[src/rtl/wl_pkg.sv]
package wl_pkg;

  typedef enum logic [1:0] {
    EW_BYTE = 2'd0,
    EW_HALF = 2'd1,
    EW_WORD = 2'd2,
    EW_DBL  = 2'd3
  } elem_w_e;

  localparam int unsigned BYTES_PER_GRAN = 16;

endpackage

[src/rtl/wl_span.sv]
module wl_span #(
  parameter int unsigned MAX_GRAN = 4,
  parameter int unsigned GW       = $clog2(MAX_GRAN + 1),
  parameter int unsigned CW       = $clog2(MAX_GRAN * 16 + 1)
) (
  input  logic [63:0]          base_i,
  input  logic [63:0]          limit_i,
  input  logic [GW-1:0]        vl_i,
  input  wl_pkg::elem_w_e      ew_i,
  output logic [CW-1:0]        n_elem_o,
  output logic [CW-1:0]        n_act_o
);
  import wl_pkg::*;

  logic [GW-1:0] vl_eff;
  logic [CW-1:0] bytes_v;
  logic [63:0]   gap;

  always_comb begin
    vl_eff   = (vl_i > GW'(MAX_GRAN)) ? GW'(MAX_GRAN) : vl_i;
    bytes_v  = CW'(vl_eff) * CW'(BYTES_PER_GRAN);
    n_elem_o = bytes_v >> ew_i;
    gap      = (limit_i > base_i) ? (limit_i - base_i) : 64'd0;
    n_act_o  = (gap < {{(64-CW){1'b0}}, n_elem_o}) ? gap[CW-1:0] : n_elem_o;
  end

endmodule

[src/rtl/wl_mask.sv]
module wl_mask #(
  parameter int unsigned PBITS = 64,
  parameter int unsigned CW    = $clog2(PBITS + 1)
) (
  input  wl_pkg::elem_w_e    ew_i,
  input  logic [CW-1:0]      n_act_i,
  output logic [PBITS-1:0]   mask_o
);
  import wl_pkg::*;

  for (genvar j = 0; j < PBITS; j++) begin : g_bit
    always_comb begin
      unique case (ew_i)
        EW_BYTE: mask_o[j] = CW'(j) < n_act_i;
        EW_HALF: mask_o[j] = ((j % 2) == 0) && (CW'(j / 2) < n_act_i);
        EW_WORD: mask_o[j] = ((j % 4) == 0) && (CW'(j / 4) < n_act_i);
        default: mask_o[j] = ((j % 8) == 0) && (CW'(j / 8) < n_act_i);
      endcase
    end
  end

endmodule

[src/rtl/wl_pred_gen.sv]
module wl_pred_gen #(
  parameter int unsigned MAX_GRAN = 4,
  localparam int unsigned PBITS   = MAX_GRAN * 16,
  localparam int unsigned GW      = $clog2(MAX_GRAN + 1),
  localparam int unsigned CW      = $clog2(PBITS + 1)
) (
  input  logic              clk,
  input  logic              rst_n,
  input  logic              start_i,
  input  logic [63:0]       base_i,
  input  logic [63:0]       limit_i,
  input  logic [1:0]        esize_i,
  input  logic [GW-1:0]     vl_i,
  output logic [PBITS-1:0]  pred_o,
  output logic              valid_o,
  output logic              first_o,
  output logic              none_o,
  output logic              last_o
);
  import wl_pkg::*;

  elem_w_e          ew;
  logic [CW-1:0]    n_elem, n_act;
  logic [PBITS-1:0] mask_c;

  logic [PBITS-1:0] pred_d, pred_q;
  logic             vld_d, vld_q;
  logic             fst_d, fst_q;
  logic             non_d, non_q;
  logic             lst_d, lst_q;

  assign ew = elem_w_e'(esize_i);

  wl_span #(.MAX_GRAN(MAX_GRAN), .GW(GW), .CW(CW)) u_span (
    .base_i   (base_i),
    .limit_i  (limit_i),
    .vl_i     (vl_i),
    .ew_i     (ew),
    .n_elem_o (n_elem),
    .n_act_o  (n_act)
  );

  wl_mask #(.PBITS(PBITS), .CW(CW)) u_mask (
    .ew_i    (ew),
    .n_act_i (n_act),
    .mask_o  (mask_c)
  );

  // next state: load on request, otherwise hold
  always_comb begin
    vld_d  = start_i;
    pred_d = pred_q;
    fst_d  = fst_q;
    non_d  = non_q;
    lst_d  = lst_q;
    if (start_i) begin
      pred_d = mask_c;
      fst_d  = (n_act != '0);
      non_d  = (n_act == '0);
      lst_d  = (n_elem != '0) && (n_act == n_elem);
    end
  end

  always_ff @(posedge clk or negedge rst_n) begin
    if (!rst_n) begin
      pred_q <= '0;
      vld_q  <= 1'b0;
      fst_q  <= 1'b0;
      non_q  <= 1'b0;
      lst_q  <= 1'b0;
    end else begin
      pred_q <= pred_d;
      vld_q  <= vld_d;
      fst_q  <= fst_d;
      non_q  <= non_d;
      lst_q  <= lst_d;
    end
  end

  assign pred_o  = pred_q;
  assign valid_o = vld_q;
  assign first_o = fst_q;
  assign none_o  = non_q;
  assign last_o  = lst_q;

endmodule

[config.mk]
export PLATFORM = sky130hd
export DESIGN_NAME = wl_pred_gen
export DESIGN_NICKNAME = d
export VERILOG_FILES = /design/src/rtl/wl_pkg.sv /design/src/rtl/wl_span.sv /design/src/rtl/wl_mask.sv /design/src/rtl/wl_pred_gen.sv
export SDC_FILE = /design/constraint.sdc
export NUM_CORES = 1
export LEC_CHECK = 0
export CAP_MARGIN = 20
export CORE_UTILIZATION = 28
export DETAILED_ROUTE_END_ITERATION = 6
export GPL_TIMING_DRIVEN = 0
export PLACE_DENSITY = 0.51
export SYNTH_ARGS = -nofsm -noshare
export SYNTH_HDL_FRONTEND = slang
export SYNTH_HIERARCHICAL = 1
export SYNTH_SLANG_ARGS = --single-unit
[constraint.sdc]
create_clock -name clk -period 2.42 [get_ports clk]
set_clock_uncertainty 0.15 [all_clocks]
set_input_delay 0.363 -clock clk [delete_from_list [all_inputs] [get_ports clk]]
set_output_delay 0.363 -clock clk [all_outputs]
set_load 0.03 [all_outputs]
* After elaboration in Yosys (flattened, before gate mapping)
Index checks and enable logic that the tools add are counted.
** Storage, ports and cells
- Output and inout bits :: 68
- Register bits after elaboration :: 68
- Logic and storage cells :: 148
- Bits of input ports :: 136
** Cells by class
- Shift operators :: 1
- Mux-type cells :: 66
- Magnitude comparators :: 67
- Add/subtract/negate cells :: 1
- Reduce and logical (&&, ||, !) cells :: 5
- Eq/ne operators :: 3
** Operators by type and width (count)
- $lt 6x7->1 const A :: 32
- $lt 5x7->1 const A :: 16
- $gt 64x64->1 :: 1
- $lt 64x7->1 :: 1
- $mux 64 :: 1
- $sub 64x64->64 :: 1
- $lt 4x7->1 const A :: 8
- $pmux 1 s3 :: 15
- $mux 1 :: 32
- $pmux 1 s2 :: 16
- $lt 3x7->1 const A :: 4
- $lt 1x7->1 const A :: 2
- $lt 2x7->1 const A :: 2
- $reduce_bool 7->1 :: 2
- $eq 7x7->1 :: 1
- $logic_not 7->1 :: 1
- $mux 7 :: 1
- $shr 7x2->7 :: 1
- $gt 3x3->1 const B :: 1
- $mux 3 :: 1
- $eq 2x1->1 const B :: 1
- $eq 2x2->1 const B :: 1
- $logic_not 2->1 :: 1
- $logic_and 1x1->1 :: 1

* Logic depth before layout (Yosys ltp)
Gate-level depths: netlist of the first run.
- Depth after elaboration :: 7
- Mapped depth :: 30
- Gate-level depth less buffers :: 27

* By module
The synthesis of the first run kept the hierarchy.
** Modules (own cells, without submodules)
- wl_span :: instances 1, cells an instance 928, area each 5754.3 um^2, sequential area each 0.0 um^2
- wl_pred_gen :: instances 1, cells an instance 162, area each 2641.3 um^2, sequential area each 1701.6 um^2
- wl_mask :: instances 1, cells an instance 212, area each 1188.6 um^2, sequential area each 0.0 um^2

* Least setup slack after synthesis of the first run
Ideal clock, no wire load.
- Path type :: input-to-reg
- From :: input port base_i[21]
- To :: register pred_q[16], in the netlist pred_o[16]
- Data arrival time :: 5420 ps
- Cell stages on the path :: 26
- Slack :: -3275 ps
- Buffers on the path :: 3
- Required time :: 2145 ps
- Library setup time :: 125 ps
- Cells stage by stage :: inv_1 > ha_1 > clkbuf_1 > nand4_1 > nor3_1 > a22oi_1 > and2_1 > a311o_1 > a21oi_1 > nand2_1 > inv_1 > ha_1 > a21o_1 > a21oi_1 > nand2_1 > nand4_1 > a221o_1 > o211ai_1 > or2_1 > buf_6 > o22ai_1 > buf_4 > nor4b_4 > nand2_1 > a221o_1 > mux2_2
** Between the ends
- Word-level cells in the longest chain between the ends :: 6
- Elaborated cells between the ends (all ways) :: 10
- Classes of those cells :: 1 x add/sub; 6 x order compare; 3 x mux
** Ends and longest elaborated chain
- start: declaration :: line wl_pred_gen.sv:10 : input logic [63:0] base_i,
- $sub 64x64->64 / $gt 64x64->1 (equally long branches) :: line wl_span.sv:23 : gap = (limit_i > base_i) ? (limit_i - base_i) : 64'd0;
- $mux 64 * :: line wl_span.sv:23
- $lt 64x7->1 :: line wl_span.sv:24 : n_act_o = (gap < {{(64-CW){1'b0}}, n_elem_o}) ? gap[CW-1:0] : n_elem_o;
- $mux 7 * :: line wl_span.sv:24
- via n_act[4] :: line wl_pred_gen.sv:23 : logic [CW-1:0] n_elem, n_act;
- $lt 2x7->1 (tied with other cells) :: line wl_mask.sv:17 : default: mask_o[j] = ((j % 8) == 0) && (CW'(j / 8) < n_act_i);
- $pmux 1 s3 * :: line wl_mask.sv:13 : unique case (ew_i)
- via mask_c[16] :: line wl_pred_gen.sv:24 : logic [PBITS-1:0] mask_c;
- end signal: assignment :: line wl_pred_gen.sv:72 : pred_q <= pred_d;
- end: declaration :: line wl_pred_gen.sv:26 : logic [PBITS-1:0] pred_d, pred_q;
The timed path passes the listed nets; every way through them passes the cells marked *.
A chain may end at the register's enable or synchronous reset.

* Worst setup path in the final report of the first run
- From :: input port limit_i[1]
- To :: register pred_q[52], in the netlist pred_o[52]
** Between the ends
- Word-level cells in the longest chain between the ends :: 6
- Elaborated cells between the ends (all ways) :: 9
- Classes of those cells :: 1 x add/sub; 5 x order compare; 3 x mux
** Ends and longest elaborated chain
- start: declaration :: line wl_pred_gen.sv:11 : input logic [63:0] limit_i,
- $sub 64x64->64 / $gt 64x64->1 (equally long branches) :: line wl_span.sv:23
- $mux 64 * :: line wl_span.sv:23
- $lt 64x7->1 :: line wl_span.sv:24
- $mux 7 * :: line wl_span.sv:24
- via n_act[5] :: line wl_pred_gen.sv:23
- $lt 4x7->1 (tied with other cells) :: line wl_mask.sv:16 : EW_WORD: mask_o[j] = ((j % 4) == 0) && (CW'(j / 4) < n_act_i);
- $pmux 1 s3 * :: line wl_mask.sv:13
- via mask_c[52] :: line wl_pred_gen.sv:24
Marks and branches as above.

==> results of run 1 <==
-- layout by cell type, fill, tap and decap left out, drive strengths merged, types with 16 or more instances in the layout --
cell type	instances
nand2	128
dlymetal6s2s	21
o21ai	99
ha	69
nor3	30
a21o	22
nor2	103
clkbuf	43
o21a	18
clkdlybuf4s50	92
a21oi	135
dlygate4sd2	35
nor4	17
mux2	67
dfrtp	68
clkdlybuf4s15	21
buf	404
xnor2	23
inv	99
o211ai	16
nand3	33
nand4	47
-- state kept, by name (all words and copies together), names as in the netlist --
| signal | cells |
|---|---|
| first_o | 1 |
| none_o | 1 |
| valid_o | 1 |
| last_o | 1 |
| pred_o | 64 |
-- power by group --
group | internal [mW] | leakage (nW) | switching (mW) | total [mW]
clock | 0.798 | 0.139 | 0.516 | 1.31
sequential | 1.28 | 0.909 | 0.0968 | 1.38
combinational | 2.65 | 6.91 | 2.77 | 5.43
total | 4.73 | 7.95 | 3.39 | 8.12
-- cells by family (layout without fill, tap and decap cells) --
kind of cell               Yosys count  count (layout)
AOI/OAI and AO/OA                  431             431
xor gates and xnor gates            37              37
adders and majority gates           70              70
buffers and inverters              183             721
DFF                                 68              68
muxes                               73              73
other                                1               1
and+or+nand+nor                    439             439
-- critical path, stage by stage --
cell	delay (ns)
clkdlybuf4s15_2	0.24
ha_4	0.25
nor2b_4	0.12
or2_4	0.25
a311o_2	0.39
buf_4	0.16
a21oi_2	0.14
xor2_1	0.26
o211ai_1	0.24
nor4_4	0.22
nand4_1	0.20
a2111oi_4	0.33
o211ai_1	0.20
or2_1	0.26
buf_6	0.14
buf_12	0.13
o22ai_4	0.15
buf_6	0.14
buf_6	0.11
nor2b_4	0.22
nand3b_1	0.21
o21ai_2	0.18
o221ai_2	0.14
mux2_4	0.29
-- how the worst max path moves through the flow --
stage / startpoint / end / slack (ns) / cells after the start
after floorplan: base_i[8] / pred_o[32] / -2.60 / 22
after global placement: base_i[11] / pred_o[24] / -4.33 / 23
after detailed placement: base_i[9] / pred_o[24] / -4.36 / 22
after CTS: limit_i[0] / pred_o[32] / -2.89 / 25
after global routing: base_i[56] / pred_o[32] / -3.07 / 29
final: limit_i[1] / pred_o[52] / -2.89 / 24
-- timing repair --
| action | CTS | global route |
|---|---|---|
| pin swaps | 183 | 167 |
| endpoints found under the setup margin | 67 | 67 |
| cloned | 1 | 1 |
| setup buffers | 245 | 109 |
| resized for setup | 708 | 306 |
-- cell type report --
cell class	count	area share (%)
multi-input cells	1051	54.1
repair buffers	548	26.6
flip-flops and latches	68	9.12
plain buffers	58	3.47
well taps	448	3.00
inverters	99	2.11
clock buffers	10	1.23
clock inverters	6	0.342
-- metal layers --
metal  vias up  GRT usage, %  share of wire, %
met4         0          7.16               2.8
met5         -             0                 0
met1      6098          32.2                45
met2       476          38.4                46
met3        88          3.21               5.8
li1       5876             -                 -
-- synth_stat cells (all sizes together), types with 5 or more instances --
master,n
nand3,33
o311ai,5
a311oi,5
or2,8
a211o,5
and3,8
nor4,17
buf,49
mux2,67
and2,14
mux2i,6
xnor2,23
o221ai,5
o21ai,99
a31oi,15
and4,7
nor2b,8
or3,6
o21a,18
dfrtp,68
nand4,47
clkbuf,35
nand3b,5
nor3,30
o21bai,11
o31ai,12
o2111ai,6
a21oi,135
a22oi,5
nor2,103
nand2,128
xor2,14
ha,69
o22ai,13
nand2b,13
inv,99
o211ai,16
a2111oi,6
a21o,22
a211oi,12
a221o,6
-- metrics by stage --
step | area (um2) | hold slack, ns
final | 18700 | -0.00155
after floorplan | 9990 | -0.0826
after CTS | 16900 | 0.0380
after global routing | 18700 | 0.0739
after global placement | 12600 | 0.324
after detailed placement | 12600 | 0.336
==> impl_results.md, run 1 <==
* Run status: complete, but fails checks
* Failing checks: hold timing, setup timing
* Die footprint at 0.0350 mm2
* CP endpoint kind: flop
* Final core occ at 55.5%
* Routed WL at 44100 um
* Top cell type by total area after synthesis: dfrtp_1
* FF-to-FF End: pred_o[53]
* Synth Area in Adders at 9.22%
* Setup TNS at -179.08 ns
* Dpl hpwl at 30100 um
* FF-to-FF path depth at 1
* Crit path DAT at 5.38 ns
* Hold Worst Slack at -0.00155 ns
* Total GRT Usage at 23.6%
* Leakage power at 7.95 nW
* Top_reg_cell synth: dfrtp_1
* CTS root buf: clkbuf_16
* Die Height at 187 um
* CTS tree: yes
* EDFF count, synth at 0
* Synth Warn # at 6
* Vias per Instance at 5.48
* Num CTS Buffers at 9
* DRC at 0
* I/O Buffers at 203
* Hold Path Class: in2async
* Hold Vio Cnt, Final at 6
* Syn Inst Count at 1302
* Maximum VDD drop at 0.000387 V
* Final Max Tran Viols at 0
* FF/Latch Area at 0.00170 mm2
* Synth-to-Final Area Change at 94.7%
* Pre-Repair DR Iteration Count at 5
* Non-Filler Instances at 2288
* Startpoint Class: input port
* Critical path peak fanout at 5
* # rows at 67
* #FFs+latches synth at 68
* Share of cells above drive strength 1 at 52.3%
* Number of antenna violations at the first check in global routing at 0
* Global-route wire length before repair at 67000 um
* Clk slew on worst S/H paths at 0.06 ns
* Syn_nets at 1508
* Routed len/inst at 19.3 um
* Reg-to-reg startpoint: pred_o[53]
* Synth area leaders: dfrtp_1 (18%), ha_1 (9.0%), mux2_2 (7.9%)
* Core area at 0.0336 mm2
* Clk_lat worst skew at 0.33 ns
* Post-synth top area share at 17.8%
* Number of nets with antenna violations after routing at 0
* IO Pins at 204
* Worst endpoint required time at 2.49 ns
* FF-to-FF setup slack at 1.43 ns
* Number of antenna diodes at 0
* GRT overflow at 0
* Largest family of logic cells by synthesized area: compound AO/OA/AOI/OAI gates
* Synth Area per Inst at 7.36 um2
* Sequential area share after synthesis at 17.8%
* Synth Area in Compound Gates at 29.6%
* DRT iter0 DRCs at 929
* Crit path time final at 5.31 ns
* Die Span X at 187 um
* Starting Density at 28.5%
* Final setup viols at 67
* Pin count of the biggest net entering global routing at 69
* Placed Cells at 1953
* RSZ-0062 raised after global routing: true
* Setup ws final at -2.89 ns
* Worst Tran Pin Value at 0.965 ns
* Clock Sinks at 68
* Pwr Total at 8.12 mW
* Vias in the first global route at 12.4k
* Post-synth ARST share at 100%
* Period Utilization, post-route at 219%
* # fillers at 2965
* Routed via count at 12.5k
* Syn Std Cell Area at 0.00958 mm2
* Synth cell types at 89
* Maxcap violations at 0
* Multi-input gate area at 0.0101 mm2
* Clock tree buffer depth at 2
* Post-Synth Simple-Gate Area at 23.1%
* Final #Nets at 2041
* Htree depth at 3
* Post-Synth XOR/XNOR Area at 3.38%
* Fmax at 0.188 GHz
* Pwr/cell area at 435 mW/mm2
* Setup Crit Path Kind: in2reg
* Placement Setup Slack at -4.36 ns
* Slew HR at 35.6%
* Hold buffer count at CTS at 0
* Routability-driven placement congestion ratio at 0.964
* Mux cell area share after synthesis at 8.50%
Power figures use the tool's default switching activity.
==> inputs of run 2 (changes only) <==
==> constraint.sdc (replaced) <==
create_clock -name clk -period 6.1 [get_ports clk]
set_clock_uncertainty 0.15 [all_clocks]
set_input_delay 0.915 -clock clk [delete_from_list [all_inputs] [get_ports clk]]
set_output_delay 0.915 -clock clk [all_outputs]
set_load 0.03 [all_outputs]
==> run 2 against run 1 <==
  * The run now ends clean
  * Routed wire length fell by 12%
  * Sequential share of layout area grew 1.7 points
  * Cell area down 16%
  * Sequential power decreased by 61%
  * Count of clock-buffer cells in the layout rose by 1
  * Core utilization is 8.6 points lower
  * Critical endpoint is now pred_o[22]
==> impl_results.md, run 2 (synthesis results as in run 1) <==
* Period Utilization, post-route at 98.2%
* Clock Sinks at 68
* Crit path DAT at 6.07 ns
* I/O Buffers at 203
* Non-Filler Instances at 2097
* Final #Nets at 1850
* Seq pwr share at 19.2%
* Pwr Total at 2.84 mW
* Setup TNS at 0 ns
* Worst Tran Pin Value at 1.16 ns
* Clock tree buffer depth at 2
* Startpoint Class: input port
* Maximum VDD drop at 0.000124 V
* Num CTS Buffers at 9
* Htree depth at 3
* Clk slew on worst S/H paths at 0.06 ns
* RSZ-0062 raised after global routing: true
* Die footprint at 0.0350 mm2
* GRT overflow at 0
* Final core occ at 46.9%
* Multi-input gate area at 0.00881 mm2
* Pwr/cell area at 180 mW/mm2
* Routed len/inst at 18.6 um
* Placed Cells at 1953
* Maxcap violations at 0
* Setup ws final at 0.109 ns
* Die Height at 187 um
* Hold Vio Cnt, Final at 0
* Global-route wire length before repair at 59800 um
* Final Max Tran Viols at 0
* Pre-Repair DR Iteration Count at 5
* Number of nets with antenna violations after routing at 0
* # fillers at 3324
* Dpl hpwl at 29600 um
* Slew HR at 22.6%
* Most used cell, CP: buf_6
* Fmax at 0.167 GHz
* Setup Crit Path Kind: in2reg
* Routed WL at 38900 um
* Clk_lat worst skew at 0.34 ns
* Routability-driven placement congestion ratio at 0.933
* Crit path time final at 5.99 ns
* Most frequent cells in the layout: clkdlybuf4s50_1 (146), buf_4 (138), nand2_1 (107)
* Core area at 0.0336 mm2
* Leakage power at 6.77 nW
* Max stage delay on crit path at 0.55 ns
* Pin count of the biggest net entering global routing at 69
* Hold Path Class: reg2reg
* CTS tree: yes
* Placement Setup Slack at -1.77 ns
* Total GRT Usage at 21.1%
* Net Sw Frac at 41.2%
* Part of the power in the clock network at 20.1%
* Worst endpoint required time at 6.18 ns
* CTS root buf: clkbuf_16
* DRC at 0
* Die Span X at 187 um
* Post-DP Area at 0.0122 mm2
* Run status: finished, final reports clean
* Commonest non-fill, non-tap cell in the layout: clkdlybuf4s50_1
* FF/Latch Area at 0.00170 mm2
* Final setup viols at 0
* Slowest CP cell: clkdlybuf4s50_1
* Starting Density at 28.5%
* # rows at 67
* P_sw at 1.17 mW
* Largest register FFs at 64
* Share of cells above drive strength 1 at 34.9%
* DRT iter0 DRCs at 720
* Number of antenna diodes at 0
* Combinational power share at 60.7%
* Vias per Instance at 5.50
* Number of antenna violations at the first check in global routing at 0
* Hold Worst Slack at 0.331 ns
* Vias in the first global route at 10.8k
* CP endpoint kind: flop
* Synth-to-Final Area Change at 64.5%
* Design area at 0.0158 mm2
* Routed via count at 11.5k
* Critical path peak fanout at 7
* Pint at 1.67 mW
* IO Pins at 204
run 2: changes by cell type in the layout (fill, tap and decap cells not counted), moves of 45 or more:
| cell | delta |
|---|---|
| buf_6 | -55 |
| clkdlybuf4s50_1 | +54 |
| buf_4 | -119 |
| mux2_2 | +50 |
| mux2_4 | -50 |
| a21oi_1 | +45 |
run 2: area by class of cell:
type,count,share of cell area [%]
multi-input cells,1051,55.9
clock inverters,5,0.532
clock buffers,11,1.54
well taps,448,3.56
plain buffers,64,4.01
inverters,99,2.40
flip-flops and latches,68,10.8
repair buffers,351,21.3
run 2: layer usage:
metal | global-route usage, % | routed length [um] | up-vias | share of wire [%]
met5 | 0 | 0 | - | 0
met4 | 5.45 | 959 | 0 | 2.5
met3 | 2.40 | 1880 | 76 | 4.8
met2 | 33.1 | 17400 | 424 | 45
met1 | 30.3 | 18700 | 5552 | 48
li1 | - | - | 5486 | -
run 2: final timing paths:
path,from,to,slack [ns],cells after the start
worst min register to register,first_o,first_o,0.33,1
worst min-delay path,first_o,first_o,0.33,1
worst max-delay path,base_i[62],pred_o[22],0.11,29
max in group asynchronous,rst_n,pred_o[36],4.70,1
worst max register to register,pred_o[53],pred_o[53],5.11,1
min in group asynchronous,rst_n,pred_o[19],0.55,1
run 2: power groups by stage:
| stage | Sequential, mW | Combinational, mW | Clock, mW |
|---|---|---|---|
| 3_3_place_gp | 0.552 | 1.27 | 0 |
| 4_1_cts | 0.546 | 1.44 | 0.581 |
| 5_1_grt | 0.552 | 1.84 | 0.602 |
| 3_5_place_dp | 0.554 | 1.27 | 0 |
| 2_1_floorplan | 0.659 | 0.700 | 0 |
| 6_report | 0.544 | 1.72 | 0.571 |
run 2: critical path, delay by kind of cell:
family,cells,cell delay [ns]
AOI/OAI and AO/OA,8,1.26
muxes,1,0.29
buffers and inverters,8,1.48
adders and majority gates,2,0.56
and+or+nand+nor,10,1.52
run 2: what timing repair did:
action | in CTS | in global routing
setup buffers | 39 | 106
pin swaps | 57 | 107
gates cloned | 0 | 3
hold buffers | 0 | 0
resized for setup | 186 | 370
setup endpoints to repair | 67 | 60
